`src/rtl/lblp_pkg.sv`:
```
package lblp_pkg;

    localparam int unsigned TAGS_DEFAULT = 8;

    typedef enum logic [2:0] {
        CK_BUF = 3'd0,
        CK_AND = 3'd1,
        CK_OR  = 3'd2,
        CK_XOR = 3'd3,
        CK_MUX = 3'd4
    } cell_kind_e;

    typedef enum logic {
        MM_PRIO  = 1'b0,
        MM_UNION = 1'b1
    } merge_mode_e;

    typedef struct packed {
        logic load;
        logic hold;
        logic sink;
        logic adv;
    } store_ctl_t;

    function automatic logic kind_is_gate2(input logic [2:0] k);
        return (k == CK_AND) || (k == CK_OR) || (k == CK_XOR);
    endfunction

    function automatic logic kind_is_known(input logic [2:0] k);
        return k <= CK_MUX;
    endfunction

endpackage

```
`src/rtl/lblp_merge.sv`:
```
module lblp_merge
    import lblp_pkg::*;
#(
    parameter int unsigned TAGS = TAGS_DEFAULT
) (
    input  logic [TAGS-1:0] x,
    input  logic [TAGS-1:0] y,
    input  merge_mode_e     mode,
    output logic [TAGS-1:0] z
);

    logic [TAGS-1:0] both;
    logic [TAGS:0]   seen_above;
    logic [TAGS-1:0] newest;

    assign both = x | y;
    assign seen_above[TAGS] = 1'b0;

    // Isolate the highest set bit: a bit survives only if no later tag is set.
    for (genvar i = TAGS - 1; i >= 0; i--) begin : g_top
        assign seen_above[i] = seen_above[i+1] | both[i];
        assign newest[i]     = both[i] & ~seen_above[i+1];
    end

    assign z = (mode == MM_UNION) ? both : newest;

endmodule

```
`src/rtl/lblp_cell_rule.sv`:
```
module lblp_cell_rule
    import lblp_pkg::*;
#(
    parameter int unsigned TAGS = TAGS_DEFAULT
) (
    input  logic [2:0]      kind,
    input  merge_mode_e     mode,
    input  logic            a_val,
    input  logic            b_val,
    input  logic            s_val,
    input  logic [TAGS-1:0] la,
    input  logic [TAGS-1:0] lb,
    input  logic [TAGS-1:0] ls,
    output logic [TAGS-1:0] y
);

    logic [TAGS-1:0] m_ab;
    logic [TAGS-1:0] m_s0;
    logic [TAGS-1:0] m_s1;
    logic            a_nil;
    logic            b_nil;
    logic            s_nil;
    logic            only_a_high;
    logic            only_b_high;

    lblp_merge #(.TAGS(TAGS)) u_m_ab (.x(la), .y(lb), .mode(mode), .z(m_ab));
    lblp_merge #(.TAGS(TAGS)) u_m_s0 (.x(ls), .y(la), .mode(mode), .z(m_s0));
    lblp_merge #(.TAGS(TAGS)) u_m_s1 (.x(ls), .y(lb), .mode(mode), .z(m_s1));

    assign a_nil       = (la == '0);
    assign b_nil       = (lb == '0);
    assign s_nil       = (ls == '0);
    assign only_a_high = a_val & ~b_val;
    assign only_b_high = ~a_val & b_val;

    always_comb begin
        y = '0;
        if (kind_is_gate2(kind) && (a_nil || b_nil)) begin
            y = a_nil ? lb : la;
        end else begin
            case (kind)
                CK_BUF: y = la;
                CK_AND: begin
                    // a 0 on one pin controls the output: charge that pin
                    if (only_a_high)      y = lb;
                    else if (only_b_high) y = la;
                    else                  y = m_ab;
                end
                CK_OR: begin
                    // a 1 on one pin controls the output: charge that pin
                    if (only_a_high)      y = la;
                    else if (only_b_high) y = lb;
                    else                  y = m_ab;
                end
                CK_XOR: y = m_ab;
                CK_MUX: begin
                    if (!s_val) begin
                        if (s_nil)      y = la;
                        else if (a_nil) y = ls;
                        else            y = m_s0;
                    end else begin
                        if (s_nil)      y = lb;
                        else if (b_nil) y = ls;
                        else            y = m_s1;
                    end
                end
                default: y = '0;
            endcase
        end
    end

endmodule

```
`src/rtl/lblp_store.sv`:
```
module lblp_store
    import lblp_pkg::*;
#(
    parameter int unsigned TAGS = TAGS_DEFAULT
) (
    input  logic            clk,
    input  logic            rst,
    input  store_ctl_t      ctl,
    input  logic [TAGS-1:0] d,
    output logic [TAGS-1:0] q
);

    logic [TAGS-1:0] pick;
    logic [TAGS-1:0] nxt;

    always_comb begin
        if (ctl.load)
            pick = d;
        else if (ctl.hold && !ctl.sink)
            pick = q;
        else
            pick = '0;
        nxt = ctl.adv ? (pick >> 1) : pick;
    end

    always_ff @(posedge clk) begin
        if (rst) q <= '0;
        else     q <= nxt;
    end

endmodule

```
`src/rtl/lblp_unit.sv`:
```
module lblp_unit
    import lblp_pkg::*;
#(
    parameter int unsigned TAGS = TAGS_DEFAULT
) (
    input  logic            clk,
    input  logic            rst,
    input  logic [2:0]      cell_kind,
    input  logic            merge_mode,
    input  logic            a_val,
    input  logic            b_val,
    input  logic            s_val,
    input  logic [TAGS-1:0] lbl_a,
    input  logic [TAGS-1:0] lbl_b,
    input  logic [TAGS-1:0] lbl_s,
    input  logic            cap_load,
    input  logic            cap_hold,
    input  logic            cap_sink,
    input  logic            win_adv,
    output logic [TAGS-1:0] lbl_out,
    output logic [TAGS-1:0] lbl_q
);

    merge_mode_e mode;
    store_ctl_t  ctl;

    assign mode = merge_mode_e'(merge_mode);
    assign ctl  = '{load: cap_load, hold: cap_hold, sink: cap_sink, adv: win_adv};

    lblp_cell_rule #(.TAGS(TAGS)) u_rule (
        .kind  (cell_kind),
        .mode  (mode),
        .a_val (a_val),
        .b_val (b_val),
        .s_val (s_val),
        .la    (lbl_a),
        .lb    (lbl_b),
        .ls    (lbl_s),
        .y     (lbl_out)
    );

    lblp_store #(.TAGS(TAGS)) u_store (
        .clk (clk),
        .rst (rst),
        .ctl (ctl),
        .d   (lbl_out),
        .q   (lbl_q)
    );

endmodule

```
`config.mk`:
```
export PLATFORM = sky130hd
export DESIGN_NAME = lblp_unit
export DESIGN_NICKNAME = d
export VERILOG_FILES = /design/src/rtl/lblp_pkg.sv /design/src/rtl/lblp_merge.sv /design/src/rtl/lblp_cell_rule.sv /design/src/rtl/lblp_store.sv /design/src/rtl/lblp_unit.sv
export SDC_FILE = /design/constraint.sdc
export NUM_CORES = 1
export LEC_CHECK = 0
export BUFFER_PORTS_ARGS = -buffer_cell sky130_fd_sc_hd__buf_2
export CORE_ASPECT_RATIO = 0.8
export CORE_UTILIZATION = 45
export DETAILED_ROUTE_END_ITERATION = 12
export PLACE_DENSITY = 0.79
export SYNTH_ARGS = -nofsm -noshare
export SYNTH_HDL_FRONTEND = slang
export SYNTH_SLANG_ARGS = --single-unit
export TNS_END_PERCENT = 50
```
`constraint.sdc`:
```
create_clock -name clk -period 2.7 [get_ports clk]
set_input_delay 0.405 -clock clk [delete_from_list [all_inputs] [get_ports clk]]
set_output_delay 0.405 -clock clk [all_outputs]
set_load 0.1 [all_outputs]
```
==> results of run 1 <==
==> per-stage QoR <==
| stage | utilization | std cells | hold slack, ns | setup WS (ns) | total power, uW |
|---|---|---|---|---|---|
| 6_report | 0.677 | 470 | 0.430 | 0.00623 | 855 |
| 5_1_grt | 0.677 | 470 | 0.427 | -0.0223 | 894 |
| 4_1_cts | 0.654 | 468 | 0.425 | 0.00769 | 823 |
| 3_5_place_dp | 0.641 | 464 | 0.538 | -0.0482 | 673 |
| 3_3_place_gp | 0.641 | 464 | 0.533 | -0.0369 | 665 |
| 2_1_floorplan | - | 310 | 0.478 | -0.680 | 476 |
==> worst max-delay path, stage by stage <==
cell	delay, ns
buf_2	0.11
buf_4	0.16
nor3_4	0.26
buf_4	0.17
nand3_1	0.18
o31ai_2	0.31
o221ai_1	0.20
a21oi_1	0.16
or2_2	0.16
buf_12	0.17
==> layout make-up <==
cell class | instances | area, um2 | share of cell area
Inverter | 10 | 37.5 | 0.0118
Multi-Input combinational cell | 267 | 1930 | 0.608
Timing Repair Buffer | 122 | 930 | 0.293
Tap cell | 60 | 75.1 | 0.0237
Sequential cell | 8 | 160 | 0.0505
Clock buffer | 3 | 41.3 | 0.0130
==> metal layers <==
metal	wire length [um]	GRT usage	vias to the layer above
met5	0	0	-
met4	233	0.136	0
met3	1240	0.0831	33
met2	3890	0.514	232
met1	3530	0.469	1427
li1	-	-	1407
==> cells by family after synthesis <==
group	share of synthesized area
AO/OA/AOI/OAI	0.436
AND/OR/NAND/NOR	0.332
buffers and inverters	0.120
flip-flops	0.0719
multiplexers	0.0287
XOR/XNOR	0.0118
==> path summary, 6_finish.rpt <==
kind	start	end	slack (ns)	cells after the start
setup / recovery	lbl_b[4]	lbl_out[3]	0.006	10
hold / removal	rst	u_store.q[0]	0.43	2
setup reg to reg	u_store.q[3]	u_store.q[2]	1.53	5
hold reg to reg	u_store.q[6]	u_store.q[5]	0.56	2
==> power breakdown <==
part	internal, uW	leakage, uW	switching (uW)
clock network	96.6	0.0000216	47.9
registers	124	0.0000651	2.72
logic	225	0.00125	359
total	445	0.00134	410
==> synthesized netlist by cell type (all sizes together), types with 3 or more instances <==
cell type   n  area share
o311ai      4       0.016
nor4b       3       0.012
mux2        3       0.015
o221ai      5       0.020
a22oi       4       0.013
and3        3      0.0084
and2        5       0.014
mux2i       3       0.013
dfxtp       8       0.072
nand3       3      0.0090
nand2b      8       0.022
clkbuf      8       0.031
nand2      18       0.030
o21ai      20       0.045
inv         9       0.015
a2bb2oi     3       0.015
nor3       10       0.029
o31ai       6       0.022
nor4       10       0.040
a21o        5       0.020
a22o        3       0.012
nor2b       4       0.011
nor3b       4       0.021
o211ai      4       0.020
a31oi       4       0.011
o22ai       8       0.022
buf        17       0.071
o2bb2ai     3       0.012
a211oi      7       0.024
a21oi      37       0.083
or2         6       0.017
nor2       35       0.059
==> repair_timing <==
item                                    in CTS  in global routing
setup buffers                                1                  2
gates cloned                                 0                  0
gates resized for setup                      2                 24
endpoints found under the setup margin       2                  5
pin swaps                                    5                  7
==> results.toml, run 1 <==
[die]
top_level_ports = 53
starting_density_of_the_core = 0.476
fp.dieArea_mm2 = 0.00523
dieHeight_um = 64.9
core_region_area_mm2 = 0.00468
std_cell_rows = 22
floorplan.die.width_um = 80.6

[cells_and_area]
mostFrequentLayoutCells = "70 x buf_4, 41 x buf_2, 35 x a21oi_1, 34 x nor2_1, 18 x nand2_1"
nNetsFinal = 449
post_route_cells_drive_above_1_share = 0.417
fin_area_mm2 = 0.00317
largestRegisters = "u_store.q x8"
largest_register = "u_store.q"
fillers = 389
area_growth_syn_to_layout_pct = 42.4
largest_register_ff_count = 8
layout.cells.most_common = "buf_4"
insertedDiodeCount = 0

[power]
power.density_mw_per_mm2 = 270
max-vdd-ir-drop_v = 0.000302
cellLeakagePower_uw = 0.00134

[route]
final_routed_wirelength_across_all_metal_layers_um = 8890
ant_nets = 0
drt-vias-per-instance = 6.59
detail_route.iter0.violations = 371
drc = 0
pre_repair_dr_iteration_count = 5
detail_route.wl_per_cell_um = 18.9
total_via_count_after_detailed_routing = 3099

[logic_synthesis]
synth_enable_flop_cells = 0
netlist_instances = 310
postSynth.asyncResetShare = 0
postSynthNetCount = 347
synth_seq_area_share = 0.0720
syn-cell-area_mm2 = 0.00223
synthesis.area_per_instance_um2 = 7.18
ys_types = 82
postSynthRegisterBits = 8
synth_ff_type = "dfxtp_1"
ys_warn_count = 0

[global_route]
first_global_vias = 2837
maximum_number_of_pins_on_one_net_before_global_route_repair = 20
global_route_wire_length_before_repair_um = 13900
antenna_found_initial = 0
grt.total_usage = 0.344
residual_overflow_from_global_routing = 0

[placement]
placed_area_mm2 = 0.00300
placement.io_buffers = 52
hpwlAfterDp_um = 7010
finalWeightedCongestion = 0.977

[sta]
relSlewSlack = 0.665
timing.clock.skew_ns = 0.00388
min_period_over_period = 0.998
timing_hold_violations_final = 0
fmax_mhz = 371
final_critical_path_time_including_i_o_delays_and_setup_ns = 2.69
setup_viol_count_final = 0
worstMarginPinSlew_ns = 0.498
timing.final.max_slew_violations = 0
fin_setup_tns_ns = 0
rsz0062_at_grt = "yes"

[worst_setup_path]
critPathCaptureType = "output pin"
timing_worst_setup_path_type = "in2out"
worst_ep_arrival_time_ns = 2.29
timing.critical_path.fanout_max = 6
timing.critical_path.from_type = "primary input"
cp.required_ns = 2.30

[clocking]
clockBufferDepth = 2
clockRootBuffer = "clkbuf_8"
worstSkewPairLatency_ns = 0.23
cts_tree = "done"
cts-htree-levels = 1
cts.sinks = 8
tritoncts.num_buffers = 3
cts.clk_slew.worst_paths_ns = 0.04
cts_hold_buf = 0

[status]
run_status = "finished, final reports clean"

[min_path]
hold_path_class = "in2reg"

[run]
max_cap_violations = 0
Power figures use the tool's default switching activity.
==> inputs of run 2 (changes only) <==
Settings changed: CORE_MARGIN set to 4, CORE_UTILIZATION 45 to 29, GPL_TIMING_DRIVEN set to 0, PLACE_DENSITY 0.79 to 0.58.
==> results.toml, run 2 (synthesized netlist as in run 1, its figures left out) <==
[sta]
fmax_mhz = 368
relSlewSlack = 0.513
final_critical_path_time_including_i_o_delays_and_setup_ns = 2.72
rsz0062_at_grt = "yes"
timing_hold_violations_final = 0
post-route-worst-setup-slack_ns = -0.0165
timing.clock.skew_ns = 0.000388
timing.final.max_slew_violations = 0
worstMarginPinSlew_ns = 0.719
setup_viol_count_final = 1
min_period_over_period = 1.01

[placement]
placement.io_buffers = 41
cell_count_after_placement = 456
hpwlAfterDp_um = 6630
placed_area_mm2 = 0.00261
finalWeightedCongestion = 0.917

[worst_setup_path]
critPathCaptureType = "output pin"
crit-reg2reg-launch = "u_store.q[3]"
ff2ff_setup_slack_ns = 1.53
worst_ep_arrival_time_ns = 2.31
first_element_of_the_critical_path = "lbl_s[5]"
cp.required_ns = 2.30
rr_endpoint = "u_store.q[2]"
timing_worst_setup_path_type = "in2out"
timing.critical_path.from_type = "primary input"
timing.critical_path.fanout_max = 8
worstRegToRegCells = 5
endpoint_of_the_worst_setup_timing_path = "lbl_out[2]"

[route]
drc = 0
total_via_count_after_detailed_routing = 2852
detail_route.iter0.violations = 365
detail_route.wl_per_cell_um = 19.2
pre_repair_dr_iteration_count = 5
drt-vias-per-instance = 6.02
final_routed_wirelength_across_all_metal_layers_um = 9090
ant_nets = 0

[die]
fp.dieArea_mm2 = 0.00915
dieHeight_um = 86.4
core_region_area_mm2 = 0.00743
top_level_ports = 53
std_cell_rows = 28
starting_density_of_the_core = 0.300
floorplan.die.width_um = 106

[power]
power.combinational.fraction = 0.673
power.density_mw_per_mm2 = 269
sequential_power_share = 0.151
p_sw_uw = 413
max-vdd-ir-drop_v = 0.000217
cellInternalPower_uw = 424
power.share.clock = 0.176
cellLeakagePower_uw = 0.00119
power.share.switching = 0.493

[status]
run_status = "finished, violations left"
violated_checks = "negative setup slack"

[cells_and_area]
largest_register_ff_count = 8
instances_no_fill = 474
nNetsFinal = 408
largest_register = "u_store.q"
fin_area_mm2 = 0.00310
insertedDiodeCount = 0
mostFrequentLayoutCells = "33 x nor2_1, 33 x a21oi_1, 32 x buf_2, 19 x buf_4, 18 x nand2_1"
area_growth_syn_to_layout_pct = 39.5
largestRegisters = "u_store.q x8"
post_route_cells_drive_above_1_share = 0.396

[global_route]
global_route_wire_length_before_repair_um = 13800
grt.total_usage = 0.186
top_usage_layer = "met2"
residual_overflow_from_global_routing = 0
groute.layer.met3.usage = 0.0320
maximum_number_of_pins_on_one_net_before_global_route_repair = 11
first_global_vias = 2664
antenna_found_initial = 0
use_met1 = 0.261
grt_util_met2 = 0.300

[clocking]
worstSkewPairLatency_ns = 0.23
clockBufferDepth = 2
cts-htree-levels = 1
cts_hold_buf = 0
tritoncts.num_buffers = 3
cts_tree = "done"
cts.clk_slew.worst_paths_ns = 0.04
cts.sinks = 8
clockRootBuffer = "clkbuf_8"

[run]
max_cap_violations = 0

[min_path]
hold_path_class = "in2reg"
[run 2: cell types whose count changed in the layout (fill, tap and decap cells not counted), sizes merged]
cell    change
buf        -47
clkbuf      +6
[run 2: through the flow]
step | util | hold WS, ns | total power [uW] | setup TNS, ns | setup WS [ns]
after CTS | 0.390 | 0.412 | 790 | -0.0286 | -0.0172
after global routing | 0.418 | 0.427 | 871 | -0.148 | -0.0482
after floorplan | - | 0.478 | 476 | -2.58 | -0.680
final | 0.418 | 0.408 | 836 | -0.0165 | -0.0165
after detailed placement | 0.351 | 0.557 | 592 | -2.01 | -0.466
after global placement | 0.351 | 0.541 | 593 | -2.23 | -0.527
[run 2: worst max-delay path, stage by stage]
cell,delay [ns]
buf_4,0.15
or4_4,0.48
or4_4,0.49
a2bb2oi_2,0.14
o221ai_2,0.11
nand4_1,0.16
a21o_1,0.19
buf_12,0.19
[run 2: power groups by stage]
stage / Combinational [uW] / Sequential (uW) / Clock (uW)
2_1_floorplan: 312 / 163 / 0
3_5_place_dp: 464 / 128 / 0
6_report: 563 / 126 / 147
5_1_grt: 592 / 127 / 152
4_1_cts: 517 / 126 / 147
3_3_place_gp: 465 / 128 / 0
[run 2: layout make-up]
cell class / count / area [um2]
clock buffers: 3 / 41.3
inverters: 10 / 37.5
fillers: 785 / 4320
repair buffers: 56 / 399
multi-input cells: 267 / 2050
well taps: 105 / 131
flip-flops and latches: 8 / 160
plain buffers: 25 / 287
[run 2: repair_timing]
item                       CTS  global route
cloned                       0             1
buffers inserted             9             6
pin swaps                    8            14
resized for setup           44            41
setup endpoints to repair    8            10
[run 2: worst min path at each step]
stage                       from      endpoint  slack [ns]  depth (start not counted)
finish                       rst  u_store.q[0]        0.41                          2
global route                 rst  u_store.q[0]        0.43                          2
CTS                          rst  u_store.q[0]        0.41                          2
detailed placement  u_store.q[7]  u_store.q[7]        0.56                          2
global placement    u_store.q[6]  u_store.q[5]        0.54                          2
floorplan                    rst  u_store.q[6]        0.48                          1
[run 2: layer usage]
| metal | vias to the layer above | share of wire | wire length [um] |
|---|---|---|---|
| met1 | 1363 | 0.44 | 4040 |
| li1 | 1327 | - | - |
| met5 | - | 0 | 0 |
| met2 | 150 | 0.45 | 4110 |
| met3 | 12 | 0.088 | 802 |
| met4 | 0 | 0.015 | 133 |
==> inputs of run 3 (changes only) <==
Settings changed: CORE_UTILIZATION 29 to 25, PLACE_DENSITY 0.58 to 0.53.
==> results.toml, run 3 (synthesized netlist as in run 1, its figures left out) <==
[route]
drc = 0
ant_nets = 0
detail_route.iter0.violations = 270
final_routed_wirelength_across_all_metal_layers_um = 9680
detail_route.wl_per_cell_um = 20.1
total_via_count_after_detailed_routing = 2863
drt-vias-per-instance = 5.95
pre_repair_dr_iteration_count = 5

[die]
std_cell_rows = 30
fp.dieArea_mm2 = 0.0105
top_level_ports = 53
floorplan.die.width_um = 113
dieHeight_um = 92.4
core_region_area_mm2 = 0.00860
starting_density_of_the_core = 0.259

[cells_and_area]
nNetsFinal = 408
ff_latch_area_um2 = 160
instances_no_fill = 481
largestRegisters = "u_store.q x8"
multi_input_area_mm2 = 0.00203
fillers = 904
post_route_cells_drive_above_1_share = 0.379
area_growth_syn_to_layout_pct = 38.9
largest_register_ff_count = 8
largest_register = "u_store.q"
layout.cells.most_common = "a21oi_1"
insertedDiodeCount = 0
mostFrequentLayoutCells = "35 x a21oi_1, 33 x nor2_1, 30 x buf_2, 18 x nand2_1, 18 x buf_4"

[power]
power.combinational.fraction = 0.677
cellInternalPower_uw = 421
cellLeakagePower_uw = 0.00121
sequential_power_share = 0.152
power.share.switching = 0.494
power.share.clock = 0.171
power.density_mw_per_mm2 = 269
p_sw_uw = 411
max-vdd-ir-drop_v = 0.000162

[worst_setup_path]
rr_endpoint = "u_store.q[2]"
timing.critical_path.fanout_max = 10
timing.critical_path.from_type = "primary input"
critPathCaptureType = "output pin"
crit-reg2reg-launch = "u_store.q[3]"
worst_ep_arrival_time_ns = 2.34
timing.critical_path.cells = "clkbuf_4, buf_8, buf_8, nor2_1, a311oi_4, o31a_1, o21ai_0, o211ai_1, buf_4, a21oi_1, or2_1, buf_8"
worstRegToRegCells = 5
largest_stage_delay_on_the_critical_path_ns = 0.41
cp.required_ns = 2.30
crit_top_cell = "buf_8"
critical-path-slowest-cell = "a311oi_4"
timing_worst_setup_path_type = "in2out"
ff2ff_setup_slack_ns = 1.54

[status]
violated_checks = "negative setup slack"
run_status = "finished, violations left"

[clocking]
cts_tree = "done"
worstSkewPairLatency_ns = 0.23
cts-htree-levels = 1
cts.sinks = 8
clockBufferDepth = 2
tritoncts.num_buffers = 3
cts_hold_buf = 0
cts.clk_slew.worst_paths_ns = 0.04
clockRootBuffer = "clkbuf_8"

[sta]
min_period_over_period = 1.02
post-route-worst-setup-slack_ns = -0.0482
setup_viol_count_final = 3
rsz0062_at_grt = "yes"
final_critical_path_time_including_i_o_delays_and_setup_ns = 2.75
fmax_mhz = 364
timing_hold_violations_final = 0
timing.clock.skew_ns = 0.00140
timing.final.max_slew_violations = 0
worstMarginPinSlew_ns = 0.625
relSlewSlack = 0.577

[global_route]
global_route_wire_length_before_repair_um = 14600
maximum_number_of_pins_on_one_net_before_global_route_repair = 11
grt.total_usage = 0.172
first_global_vias = 2676
antenna_found_initial = 0
residual_overflow_from_global_routing = 0

[min_path]
worst_min_delay_path_endpoint = "u_store.q[0]"
hold_path_class = "in2reg"
hp-start = "rst"
timing.hold.worst_path_depth = 2

[run]
max_cap_violations = 0

[placement]
hpwlAfterDp_um = 7210
finalWeightedCongestion = 0.888
cell_count_after_placement = 463
placement.io_buffers = 41
dp_worst_setup_slack_ns = -0.576
==> run 3: cell count changes in the layout (fill, tap and decap cells not counted), moves of 3 or more <==
cell,delta
nand2b_4,+3
nand2b_2,-4
clkbuf_4,+3
o21ai_1,+3
o21ai_0,-3
==> run 3: cell type report <==
class	instances	area share
clock buffer	3	0.0134
inverter	10	0.0121
buffer	25	0.0919
multi-input combinational	267	0.656
tap	112	0.0453
sequential	8	0.0518
timing repair buffer	56	0.130
==> run 3: power by group through the flow <==
stage | logic (uW) | clock network, uW | registers, uW
6_report | 563 | 142 | 126
5_1_grt | 594 | 151 | 127
3_3_place_gp | 469 | 0 | 128
2_1_floorplan | 312 | 0 | 163
4_1_cts | 513 | 144 | 126
3_5_place_dp | 469 | 0 | 128
==> run 3: timing repair <==
item | CTS | global route
resized for setup | 37 | 41
setup buffers | 8 | 6
cloned | 0 | 1
pin swaps | 9 | 12
endpoints found under the setup margin | 8 | 10
==> run 3: through the flow <==
step	util	setup TNS, ns	total power (uW)	cell area, um2	hold slack (ns)
floorplan	-	-2.58	476	2270	0.478
global route	0.360	-0.439	871	3090	0.454
detailed placement	0.305	-2.68	597	2620	0.529
CTS	0.333	-0.0649	784	2870	0.427
finish	0.360	-0.104	832	3090	0.430
global placement	0.305	-2.59	597	2620	0.534
==> run 3: how the worst max path moves through the flow <==
stage,start,to,slack [ns],cells past startpoint
floorplan,lbl_a[5],u_store.q[5],-0.68,8
global placement,cell_kind[0],lbl_out[5],-0.58,8
finish,cell_kind[0],lbl_out[4],-0.05,12
detailed placement,cell_kind[0],lbl_out[5],-0.58,8
CTS,lbl_s[6],lbl_out[2],-0.04,8
global route,lbl_b[6],lbl_out[3],-0.12,9
==> run 3: layer usage <==
layer | routed length [um] | share of wire | track usage | vias up
li1 | - | - | - | 1333
met1 | 4390 | 0.45 | 0.262 | 1367
met2 | 4230 | 0.44 | 0.255 | 151
met3 | 913 | 0.094 | 0.0261 | 12
met4 | 142 | 0.015 | 0.0300 | 0
met5 | 0 | 0 | 0 | -
==> run 3: critical path, delay by kind of cell <==
| family | cells | cell delay, ns |
|---|---|---|
| buffers and inverters | 5 | 0.77 |
| AOI/OAI and AO/OA | 5 | 0.81 |
| and+or+nand+nor | 2 | 0.34 |
